<file path="src/rtl/cgs_pkg.sv">
package cgs_pkg;
  localparam int OP_W   = 4;
  localparam int VSEL_W = 2;
  localparam int FLD_W  = 8;
  localparam int RSV_W  = 2;
  localparam int PRM_W  = 16;
  localparam int INSN_W = OP_W + VSEL_W + FLD_W + RSV_W + PRM_W;
  localparam int NVAR   = 1 << VSEL_W;

  typedef enum logic [OP_W-1:0] {
    OP_END    = 4'd0,
    OP_SEND   = 4'd1,
    OP_GOTO   = 4'd2,
    OP_DELAY  = 4'd3,
    OP_SETVAR = 4'd4,
    OP_DECVAR = 4'd5,
    OP_IF     = 4'd6,
    OP_TEST   = 4'd7,
    OP_ARM    = 4'd8
  } op_e;

  typedef struct packed {
    logic [OP_W-1:0]   op;
    logic [VSEL_W-1:0] vsel;
    logic [FLD_W-1:0]  fld;
    logic [RSV_W-1:0]  rsv;
    logic [PRM_W-1:0]  prm;
  } insn_t;

  typedef enum logic [2:0] {
    ST_IDLE, ST_EXEC, ST_WTX, ST_WTRIG, ST_WDLY
  } seq_st_e;
endpackage

</file>
<file path="src/rtl/cgs_prog_mem.sv">
module cgs_prog_mem #(
  parameter int DEPTH = 64,
  parameter int W     = 32,
  localparam int AW   = $clog2(DEPTH)
) (
  input  logic          clk,
  input  logic          rst_n,
  input  logic          we_i,
  input  logic          lock_i,
  input  logic [AW-1:0] waddr_i,
  input  logic [W-1:0]  wdata_i,
  input  logic [AW-1:0] raddr_i,
  output logic [W-1:0]  rdata_o
);
  logic [W-1:0] mem_q [DEPTH];
  logic         wr_en;

  assign wr_en = we_i & ~lock_i;

  always_ff @(posedge clk) begin
    if (wr_en) mem_q[waddr_i] <= wdata_i;
  end

  assign rdata_o = mem_q[raddr_i];

  // a write attempted while locked leaves the word unchanged
  assert_locked_write_R3: assert property (@(posedge clk) disable iff (!rst_n)
    (we_i && lock_i) |=> (mem_q[$past(waddr_i)] == $past(mem_q[waddr_i])));
endmodule

</file>
<file path="src/rtl/cgs_var_file.sv">
module cgs_var_file #(
  parameter int NVAR = 4,
  parameter int VW   = 16,
  localparam int IW  = (NVAR > 1) ? $clog2(NVAR) : 1
) (
  input  logic          clk,
  input  logic          rst_n,
  input  logic          we_i,
  input  logic [IW-1:0] idx_i,
  input  logic [VW-1:0] wdata_i,
  output logic [VW-1:0] rdata_o
);
  logic [VW-1:0] var_q [NVAR];

  for (genvar g = 0; g < NVAR; g++) begin : g_var
    logic hit;
    assign hit = we_i && (idx_i == IW'(g));
    always_ff @(posedge clk or negedge rst_n) begin
      if (!rst_n)   var_q[g] <= '0;
      else if (hit) var_q[g] <= wdata_i;
    end
  end

  assign rdata_o = var_q[idx_i];

  // a loaded variable holds the value written
  assert_var_load_R7: assert property (@(posedge clk) disable iff (!rst_n)
    we_i |=> (var_q[$past(idx_i)] == $past(wdata_i)));
endmodule

</file>
<file path="src/rtl/cgs_us_timer.sv">
module cgs_us_timer #(
  parameter int TICK_DIV = 50,
  parameter int CW       = 16,
  localparam int PW      = (TICK_DIV > 1) ? $clog2(TICK_DIV) : 1
) (
  input  logic          clk,
  input  logic          rst_n,
  input  logic          clr_i,
  input  logic          load_i,
  input  logic [CW-1:0] val_i,
  output logic          done_o
);
  localparam logic [PW-1:0] LAST = PW'(TICK_DIV - 1);

  logic [CW-1:0] cnt_q, cnt_d;
  logic [PW-1:0] pre_q, pre_d;
  logic          en;
  logic          wrap;

  assign wrap = (pre_q == LAST);
  assign en   = clr_i | load_i | (cnt_q != '0);

  always_comb begin
    cnt_d = cnt_q;
    pre_d = pre_q;
    if (clr_i) begin
      cnt_d = '0;
      pre_d = '0;
    end else if (load_i) begin
      cnt_d = val_i;
      pre_d = '0;
    end else if (cnt_q != '0) begin
      if (wrap) begin
        pre_d = '0;
        cnt_d = cnt_q - CW'(1);
      end else begin
        pre_d = pre_q + PW'(1);
      end
    end
  end

  always_ff @(posedge clk or negedge rst_n) begin
    if (!rst_n) begin
      cnt_q <= '0;
      pre_q <= '0;
    end else if (en) begin
      cnt_q <= cnt_d;
      pre_q <= pre_d;
    end
  end

  assign done_o = (cnt_q == CW'(1)) && wrap;

  // the remaining count only moves on a prescaler wrap
  assert_tick_hold_R6: assert property (@(posedge clk) disable iff (!rst_n)
    (!clr_i && !load_i && cnt_q != '0 && !wrap) |=> (cnt_q == $past(cnt_q)));
endmodule

</file>
<file path="src/rtl/cangen_sequencer.sv">
module cangen_sequencer
  import cgs_pkg::*;
#(
  parameter int PROG_DEPTH = 64,
  parameter int TICK_DIV   = 50,
  localparam int AW        = $clog2(PROG_DEPTH)
) (
  input  logic              clk,
  input  logic              rst_n,
  input  logic              pm_we,
  input  logic [AW-1:0]     pm_waddr,
  input  logic [INSN_W-1:0] pm_wdata,
  input  logic              go,
  input  logic              halt,
  input  logic              trig_in,
  input  logic              tx_done,
  output logic              tx_start,
  output logic [FLD_W-1:0]  tx_frame,
  output logic              busy
);
  seq_st_e           st_q, st_d;
  logic [AW-1:0]     pc_q, pc_d, pc_inc, tgt;
  logic              start_q, start_d;
  logic [FLD_W-1:0]  frame_q, frame_d;
  logic [INSN_W-1:0] mem_rdata;
  insn_t             ir;
  logic              legal;
  logic              var_we;
  logic [PRM_W-1:0]  var_wd, var_rd;
  logic              tmr_load, tmr_done;

  cgs_prog_mem #(.DEPTH(PROG_DEPTH), .W(INSN_W)) i_mem (
    .clk(clk), .rst_n(rst_n), .we_i(pm_we), .lock_i(busy),
    .waddr_i(pm_waddr), .wdata_i(pm_wdata), .raddr_i(pc_q), .rdata_o(mem_rdata)
  );

  assign ir     = insn_t'(mem_rdata);
  assign legal  = (ir.rsv == '0);
  assign pc_inc = pc_q + AW'(1);
  assign tgt    = ir.fld[AW-1:0];

  cgs_var_file #(.NVAR(NVAR), .VW(PRM_W)) i_vars (
    .clk(clk), .rst_n(rst_n), .we_i(var_we), .idx_i(ir.vsel),
    .wdata_i(var_wd), .rdata_o(var_rd)
  );

  cgs_us_timer #(.TICK_DIV(TICK_DIV), .CW(PRM_W)) i_timer (
    .clk(clk), .rst_n(rst_n), .clr_i(halt), .load_i(tmr_load),
    .val_i(ir.prm), .done_o(tmr_done)
  );

  always_comb begin
    st_d     = st_q;
    pc_d     = pc_q;
    start_d  = 1'b0;
    frame_d  = frame_q;
    tmr_load = 1'b0;
    var_we   = 1'b0;
    var_wd   = ir.prm;
    case (st_q)
      ST_IDLE: if (go) begin
        st_d = ST_EXEC;
        pc_d = '0;
      end
      ST_EXEC: begin
        if (!legal) st_d = ST_IDLE;
        else case (ir.op)
          OP_SEND: begin
            start_d = 1'b1;
            frame_d = ir.fld;
            st_d    = ST_WTX;
          end
          OP_ARM:  st_d = ST_WTRIG;
          OP_GOTO: pc_d = tgt;
          OP_DELAY: begin
            if (ir.prm == '0) pc_d = pc_inc;
            else begin
              tmr_load = 1'b1;
              st_d     = ST_WDLY;
            end
          end
          OP_SETVAR: begin
            var_we = 1'b1;
            pc_d   = pc_inc;
          end
          OP_DECVAR: begin
            var_we = 1'b1;
            var_wd = var_rd - PRM_W'(1);
            pc_d   = pc_inc;
          end
          OP_IF:   pc_d = (var_rd == ir.prm) ? tgt : pc_inc;
          OP_TEST: pc_d = ((var_rd & ir.prm) != '0) ? tgt : pc_inc;
          default: st_d = ST_IDLE;
        endcase
      end
      ST_WTX: if (tx_done) begin
        pc_d = pc_inc;
        st_d = ST_EXEC;
      end
      ST_WTRIG: if (trig_in) begin
        start_d = 1'b1;
        frame_d = ir.fld;
        st_d    = ST_WTX;
      end
      ST_WDLY: if (tmr_done) begin
        pc_d = pc_inc;
        st_d = ST_EXEC;
      end
      default: st_d = ST_IDLE;
    endcase
    if (halt) begin
      st_d     = ST_IDLE;
      start_d  = 1'b0;
      var_we   = 1'b0;
      tmr_load = 1'b0;
    end
  end

  always_ff @(posedge clk or negedge rst_n) begin
    if (!rst_n) begin
      st_q    <= ST_IDLE;
      pc_q    <= '0;
      start_q <= 1'b0;
      frame_q <= '0;
    end else begin
      st_q    <= st_d;
      pc_q    <= pc_d;
      start_q <= start_d;
      if (start_d) frame_q <= frame_d;
    end
  end

  assign tx_start = start_q;
  assign tx_frame = frame_q;
  assign busy     = (st_q != ST_IDLE);

  // requests last one clock and only occur while running
  assert_start_pulse_R4: assert property (@(posedge clk) disable iff (!rst_n)
    tx_start |=> !tx_start);
  assert_start_busy_R4: assert property (@(posedge clk) disable iff (!rst_n)
    tx_start |-> busy);
  // a pending send keeps its address until completion
  assert_wait_done_R4: assert property (@(posedge clk) disable iff (!rst_n)
    (st_q == ST_WTX && !tx_done && !halt) |=> (busy && pc_q == $past(pc_q)));
  // halt empties the block, stop opcode ends the run
  assert_halt_idle_R2: assert property (@(posedge clk) disable iff (!rst_n)
    halt |=> (!busy && !tx_start));
  assert_end_idle_R2: assert property (@(posedge clk) disable iff (!rst_n)
    (st_q == ST_EXEC && ir.op == OP_END) |=> !busy);
  // an equal compare lands on the target address
  assert_if_jump_R7: assert property (@(posedge clk) disable iff (!rst_n)
    (st_q == ST_EXEC && legal && ir.op == OP_IF && var_rd == ir.prm && !halt)
    |=> (pc_q == $past(tgt)));
  // no request while an armed send sees no trigger
  assert_arm_hold_R9: assert property (@(posedge clk) disable iff (!rst_n)
    (st_q == ST_WTRIG && !trig_in) |=> !tx_start);
endmodule

</file>
<file path="config.mk">
export PLATFORM = sky130hd
export DESIGN_NAME = cangen_sequencer
export DESIGN_NICKNAME = d
export VERILOG_FILES = /design/src/rtl/cgs_pkg.sv /design/src/rtl/cgs_prog_mem.sv /design/src/rtl/cgs_var_file.sv /design/src/rtl/cgs_us_timer.sv /design/src/rtl/cangen_sequencer.sv
export SDC_FILE = /design/constraint.sdc
export NUM_CORES = 2
export LEC_CHECK = 0
export BUFFER_PORTS_ARGS = -buffer_cell sky130_fd_sc_hd__buf_2
export CAP_MARGIN = 20
export CORE_AREA = 2 2 395 397
export DETAILED_ROUTE_END_ITERATION = 10
export DIE_AREA = 0 0 397 399
export PLACE_DENSITY = 0.71
export SYNTH_ARGS = -nofsm -noshare
export SYNTH_HDL_FRONTEND = slang
export SYNTH_HIERARCHICAL = 1
export SYNTH_SLANG_ARGS = --single-unit
</file>
<file path="constraint.sdc">
create_clock -name clk -period 4.8 [get_ports clk]
set_clock_uncertainty 0.15 [all_clocks]
set_input_delay 0.96 -clock clk [delete_from_list [all_inputs] [get_ports clk]]
set_output_delay 0.96 -clock clk [all_outputs]
set_load 0.05 [all_outputs]
</file>
Word level (Yosys, flattened, before mapping):

Memories as Yosys holds them, arrays and structs flattened.
Cells that the tools add are included.

* ROM bits: 0
* memories kept: 1
* input port bits: 45
* bits in registers: 104
* latch bits: 0
* bits in writable memories: 2048

* $lt $le $gt $ge: 1
* multiplexer cells: 52
* shift-type cells: 0
* bitwise operators: 6
* div/mod/pow operators: 0
* reductions and logical operators: 23
* equality and inequality tests: 32
* $add $sub $neg: 4
* multiply operators: 0

Memory list
* i_mem.mem_q: depth 64, bits a word 32, rd ports 1, clocked after Yosys merged registers in 0, wr ports 1, RTL line cgs_prog_mem.sv:15 `logic [W-1:0] mem_q [DEPTH];`

Operator list (number)
* $mux 16: 9
* $mux 6: 11
* $bmux 16 s2: 1
* $reduce_bool 16->1: 2
* $sub 16x1->16 const B: 2
* $pmux 6 s5: 1
* $mux 8: 3
* $pmux 6 s4: 1
* $mux 3: 7
* $and 16x16->16: 1
* $eq 16x1->1 const B: 1
* $eq 16x16->1: 1
* $eq 4x3->1 const B: 4
* $logic_not 16->1: 1
* $pmux 8 s2: 1
* $mux 1: 15
* $pmux 3 s5: 1
* $add 6x1->6 const B: 2
* $ne 3x3->1 const B: 4
* $pmux 3 s4: 1
* $reduce_bool 3->1: 3
* $eq 4x2->1 const B: 2
* $ne 2x2->1 const B: 4
* $reduce_and 7->1: 1
* 30 further kinds: 39

Depth between registers and ports, before layout:

An unclocked memory read counts as a cell.

* depth in word-level cells: 11
* gate-level depth with buffers: 19

Cells and area by module:

The synthesis kept the hierarchy.

By module, submodules not included
* cgs_prog_mem: instances 1, cells each 3467, area each 78212.5 µm², seq. area each 61499.0 µm²
* cgs_var_file: instances 1, cells each 156, area each 2829.0 µm², seq. area each 1601.5 µm²
* cangen_sequencer: instances 1, cells each 219, area each 1794.2 µm², seq. area each 450.4 µm²
* cgs_us_timer: instances 1, cells each 165, area each 1491.4 µm², seq. area each 550.5 µm²

Worst setup path after synthesis:

No wires, ideal clock.

* path kind: register -> register
* from: reg pc_q[0]
* to: reg i_vars/var_q[61] in the netlist's numbering
* arrival: 4.562 ns
* data required time: 4.525 ns
* stages on the path, launching flop included: 17
* setup slack: -0.037 ns
* path buffers: 5
* setup time: 0.125 ns
* period minus slack after synthesis: 4.837 ns
* cell sequence: dfrtp_1 buf_4 buf_4 buf_2 mux4_2 a211oi_1 o22ai_1 and3_1 buf_6 buf_4 mux4_2 or4_1 or3_1 nor4_1 xnor2_1 o21ai_0 mux2_2

RTL lines
* from (decl): RTL line cangen_sequencer.sv:22 `logic [AW-1:0] pc_q, pc_d, pc_inc, tgt;`
* from (signal assigned): RTL line cangen_sequencer.sv:127 `pc_q <= pc_d;`
* to (signal, indexed assignment): RTL line cgs_var_file.sv:20 `else if (hit) var_q[g] <= wdata_i;`
* to (decl): RTL line cgs_var_file.sv:13 `logic [VW-1:0] var_q [NVAR];`

==> results.tsv <==
metric	value	unit
Cell Pwr Density	540	nW/um^2
worst-path fanout max	12	
total power	52.3	mW
Async SR Flop Fraction	0.0483	
Hold Slack	67.1	ps
worst skew pair latency	870	ps
Reg2Reg Depth	15	
routed len/inst	33.8	um
GRT met1 Usage	0.402	
YS warnings	6	
crit path capture type	flop	
synthesized flop and latch total	2152	
CP top delay family	simple AND/OR/NAND/NOR gates	
fillers	10000	
Clock Path Buffers	3	
PortBufs	54	
Startpoint Class	flop	
Worst path slowest cell	or4_4	
maxcap violations	0	
Synth Area in XOR/XNOR	0.00135	
commonest non-fill, non-tap cells in the layout	2048 x edfxtp_1, 488 x mux4_2, 318 x buf_4	
busiest layer in global routing	met2	
status	complete, no violations	
dpl ws	-176	ps
Nets	4510	
share of cells above drive strength 1	0.312	
capturing point of the worst reg2reg path	i_vars/var_q[15]$_DFFE_PN0P_	
first-pass GRT wire length	317000	um
Post-CTS Hold Buffers	0	
Most used DFF post-synth	edfxtp_1	
CTS root buffer	clkbuf_16	
mux cell area share after synthesis	0.153	
synthesized cell area	84300	um^2
TritonCTS Buffers	206	
Die Height	399	um
initial antenna violation count	14	
gr ovfl total	0	
Worst Hold Class	in2async	
GPL Wtd Cong	0.980	
Critical Path Source	pc_q[0]$_DFFE_PN0P_	
Vias per Instance	6.66	
Worst slew margin	0.290	
WP data required	5430	ps
# H-tree levels	4	
post-detail-place hpwl	134000	um
vias in the first global route	43800	
final worst-path cycle share	0.991	
Initial Util	0.549	
Setup WS post-layout	42.0	ps
CORE AREA	154000	um^2
IO Count	55	
met2 Resource Use GR	0.445	
net count after synthesis	4074	
# setup viols final	0	
Avg Cell Area, Syn	21.0	um^2
Pre-antenna DRT Iters	8	
fmax	0.210	GHz
Synth Area in Compound Gates	0.0305	
row cnt	144	
Die ar.	158000	um^2
largest net degree at the start of global routing	82	
Worst Tran Pin Value	1060	ps
leakage	31.0	nW
dpl cells	6261	
chip width	397	um
CP peak stage delay	570	ps
final core occ	0.631	
Area Overhead vs Synth	15.0	%
main combinational cell family by area after synthesis	multiplexers	
met3 usage	0.0621	
Setup CP Type	reg2reg	
post-synthesis adder-cell area fraction	0.00326	
CP bufs+invs	4	
GRT Total Usage	0.285	
EDFF count, synth	2048	
minimum clock period	4760	ps
R2R setup slack	40	ps
DRC errors left	0	
vias	44400	
most common cell after layout, fill and taps aside	edfxtp_1	
Clock Pin Slew Worst Setup and Hold Paths	60	ps
Post-Syn Instances	4007	
Finished Layout Cells	6663	
DRT iter0 DRCs	6758	
clock tree sinks	2152	
R2R Path Start	pc_q[0]$_DFFE_PN0P_	
CP arrival	5390	ps
Fin. Hold Viols	0	
Unique masters post-synth	83	
Slew Viols, Final	0	
crit path cell chain	buf_12, buf_4, buf_8, mux4_2, nand3_1, nand4_1, and3_4, buf_12, mux4_2, or4_4, or3_4, nor3_1, xnor2_1, o21ai_0, mux2_2	
Seq/Total Area, Yosys	0.760	
CTS tree	yes	
VDD IR-drop max	367	uV
total wire length	225000	um
antenna-violating nets left	0	
post-synthesis simple-gate area fraction	0.0345	
[area by class of cell]
cell class / instances / area, um^2 / area share
multi-input cells: 1619 / 19500 / 0.201
inverters: 17 / 63.8 / 0.000658
diodes: 5 / 12.5 / 0.000129
repair buffers: 447 / 4190 / 0.0432
clock buffers: 264 / 5480 / 0.0565
well taps: 2044 / 2560 / 0.0264
clock inverters: 115 / 1020 / 0.0105
flip-flops and latches: 2152 / 64100 / 0.661
[where the power goes]
part / switching [mW] / internal, mW
registers: 0.211 / 20.8
clock network: 6.87 / 8.86
logic: 9.04 / 6.52
total: 16.1 / 36.2
[stage by stage]
| step | instance area [um^2] | TNS [ps] |
|---|---|---|
| 2_1_floorplan | 84300 | 0 |
| 3_3_place_gp | 89700 | -1200 |
| 3_5_place_dp | 89700 | -2880 |
| 4_1_cts | 96400 | 0 |
| 5_1_grt | 97000 | -313 |
| 6_report | 97000 | 0 |
[worst max-delay path by stage]
stage / endpoint / slack [ps] / cells past startpoint
2_1_floorplan: i_vars/var_q[61]$_DFFE_PN0P_ / 30 / 18
4_1_cts: i_timer/pre_q[4]$_DFFE_PN0P_ / 0.8 / 18
5_1_grt: i_timer/pre_q[5]$_DFFE_PN0P_ / -60 / 20
3_3_place_gp: pc_q[4]$_DFFE_PN0P_ / -130 / 16
6_report: i_vars/var_q[15]$_DFFE_PN0P_ / 40 / 15
3_5_place_dp: pc_q[1]$_DFFE_PN0P_ / -180 / 17
[per-layer routing]
metal,part of all wire,wire [um]
met4,0.036,8040
met2,0.47,107000
met1,0.38,85400
met5,0.00029,65
met3,0.11,25100
[synth_stat cells, drive strengths merged, types with 12 or more instances]
cell | n | share of area
inv | 17 | 0.00076
or4 | 12 | 0.0012
dfrtp | 104 | 0.031
o21ai | 39 | 0.0023
nand2 | 130 | 0.0058
and3 | 16 | 0.0012
nand2b | 25 | 0.0019
a311oi | 12 | 0.0012
mux2i | 72 | 0.0085
o22ai | 65 | 0.0048
clkbuf | 81 | 0.0036
nand3 | 84 | 0.0050
nor4 | 22 | 0.0018
mux4 | 492 | 0.13
a22oi | 56 | 0.0050
buf | 138 | 0.013
a211oi | 32 | 0.0028
nand4 | 56 | 0.0042
ha | 22 | 0.0033
a21oi | 39 | 0.0024
nor2b | 29 | 0.0022
nor3 | 24 | 0.0016
edfxtp | 2048 | 0.73
o221ai | 52 | 0.0055
nor2 | 123 | 0.0055
mux2 | 98 | 0.013
[repair_timing]
action,CTS,global route
buffers inserted,2,5
cloned,2,8
setup endpoints to repair,40,48
gates resized for setup,18,60
pin swaps,2,14
[flip-flops by register name (all words and copies together) (netlist names)]
name and flops:
tx_start 1, i_mem/mem_q 2048, i_vars/var_q 64, st_q 3
tx_frame 8, i_timer/cnt_q 16, pc_q 6, i_timer/pre_q 6
[cells by family (layout without fill, tap and decap cells)]
family	Yosys count	after routing
mux	662	662
fa+ha+maj	22	22
xor+xnor	13	13
simple gates	565	565
flops	2152	2152
buf+inv	236	843
compound gates	357	357
other cells	0	5
[worst reg2reg max path, delay by kind of cell, from the launching register on]
family	cells	cell delay, ps
AND/OR/NAND/NOR	6	1740
multiplexers	3	1140
buffers and inverters	4	650
flip-flops	1	500
AO/OA/AOI/OAI	1	380
XOR/XNOR	1	80
Note: power is estimated with default switching activity, not from simulation.
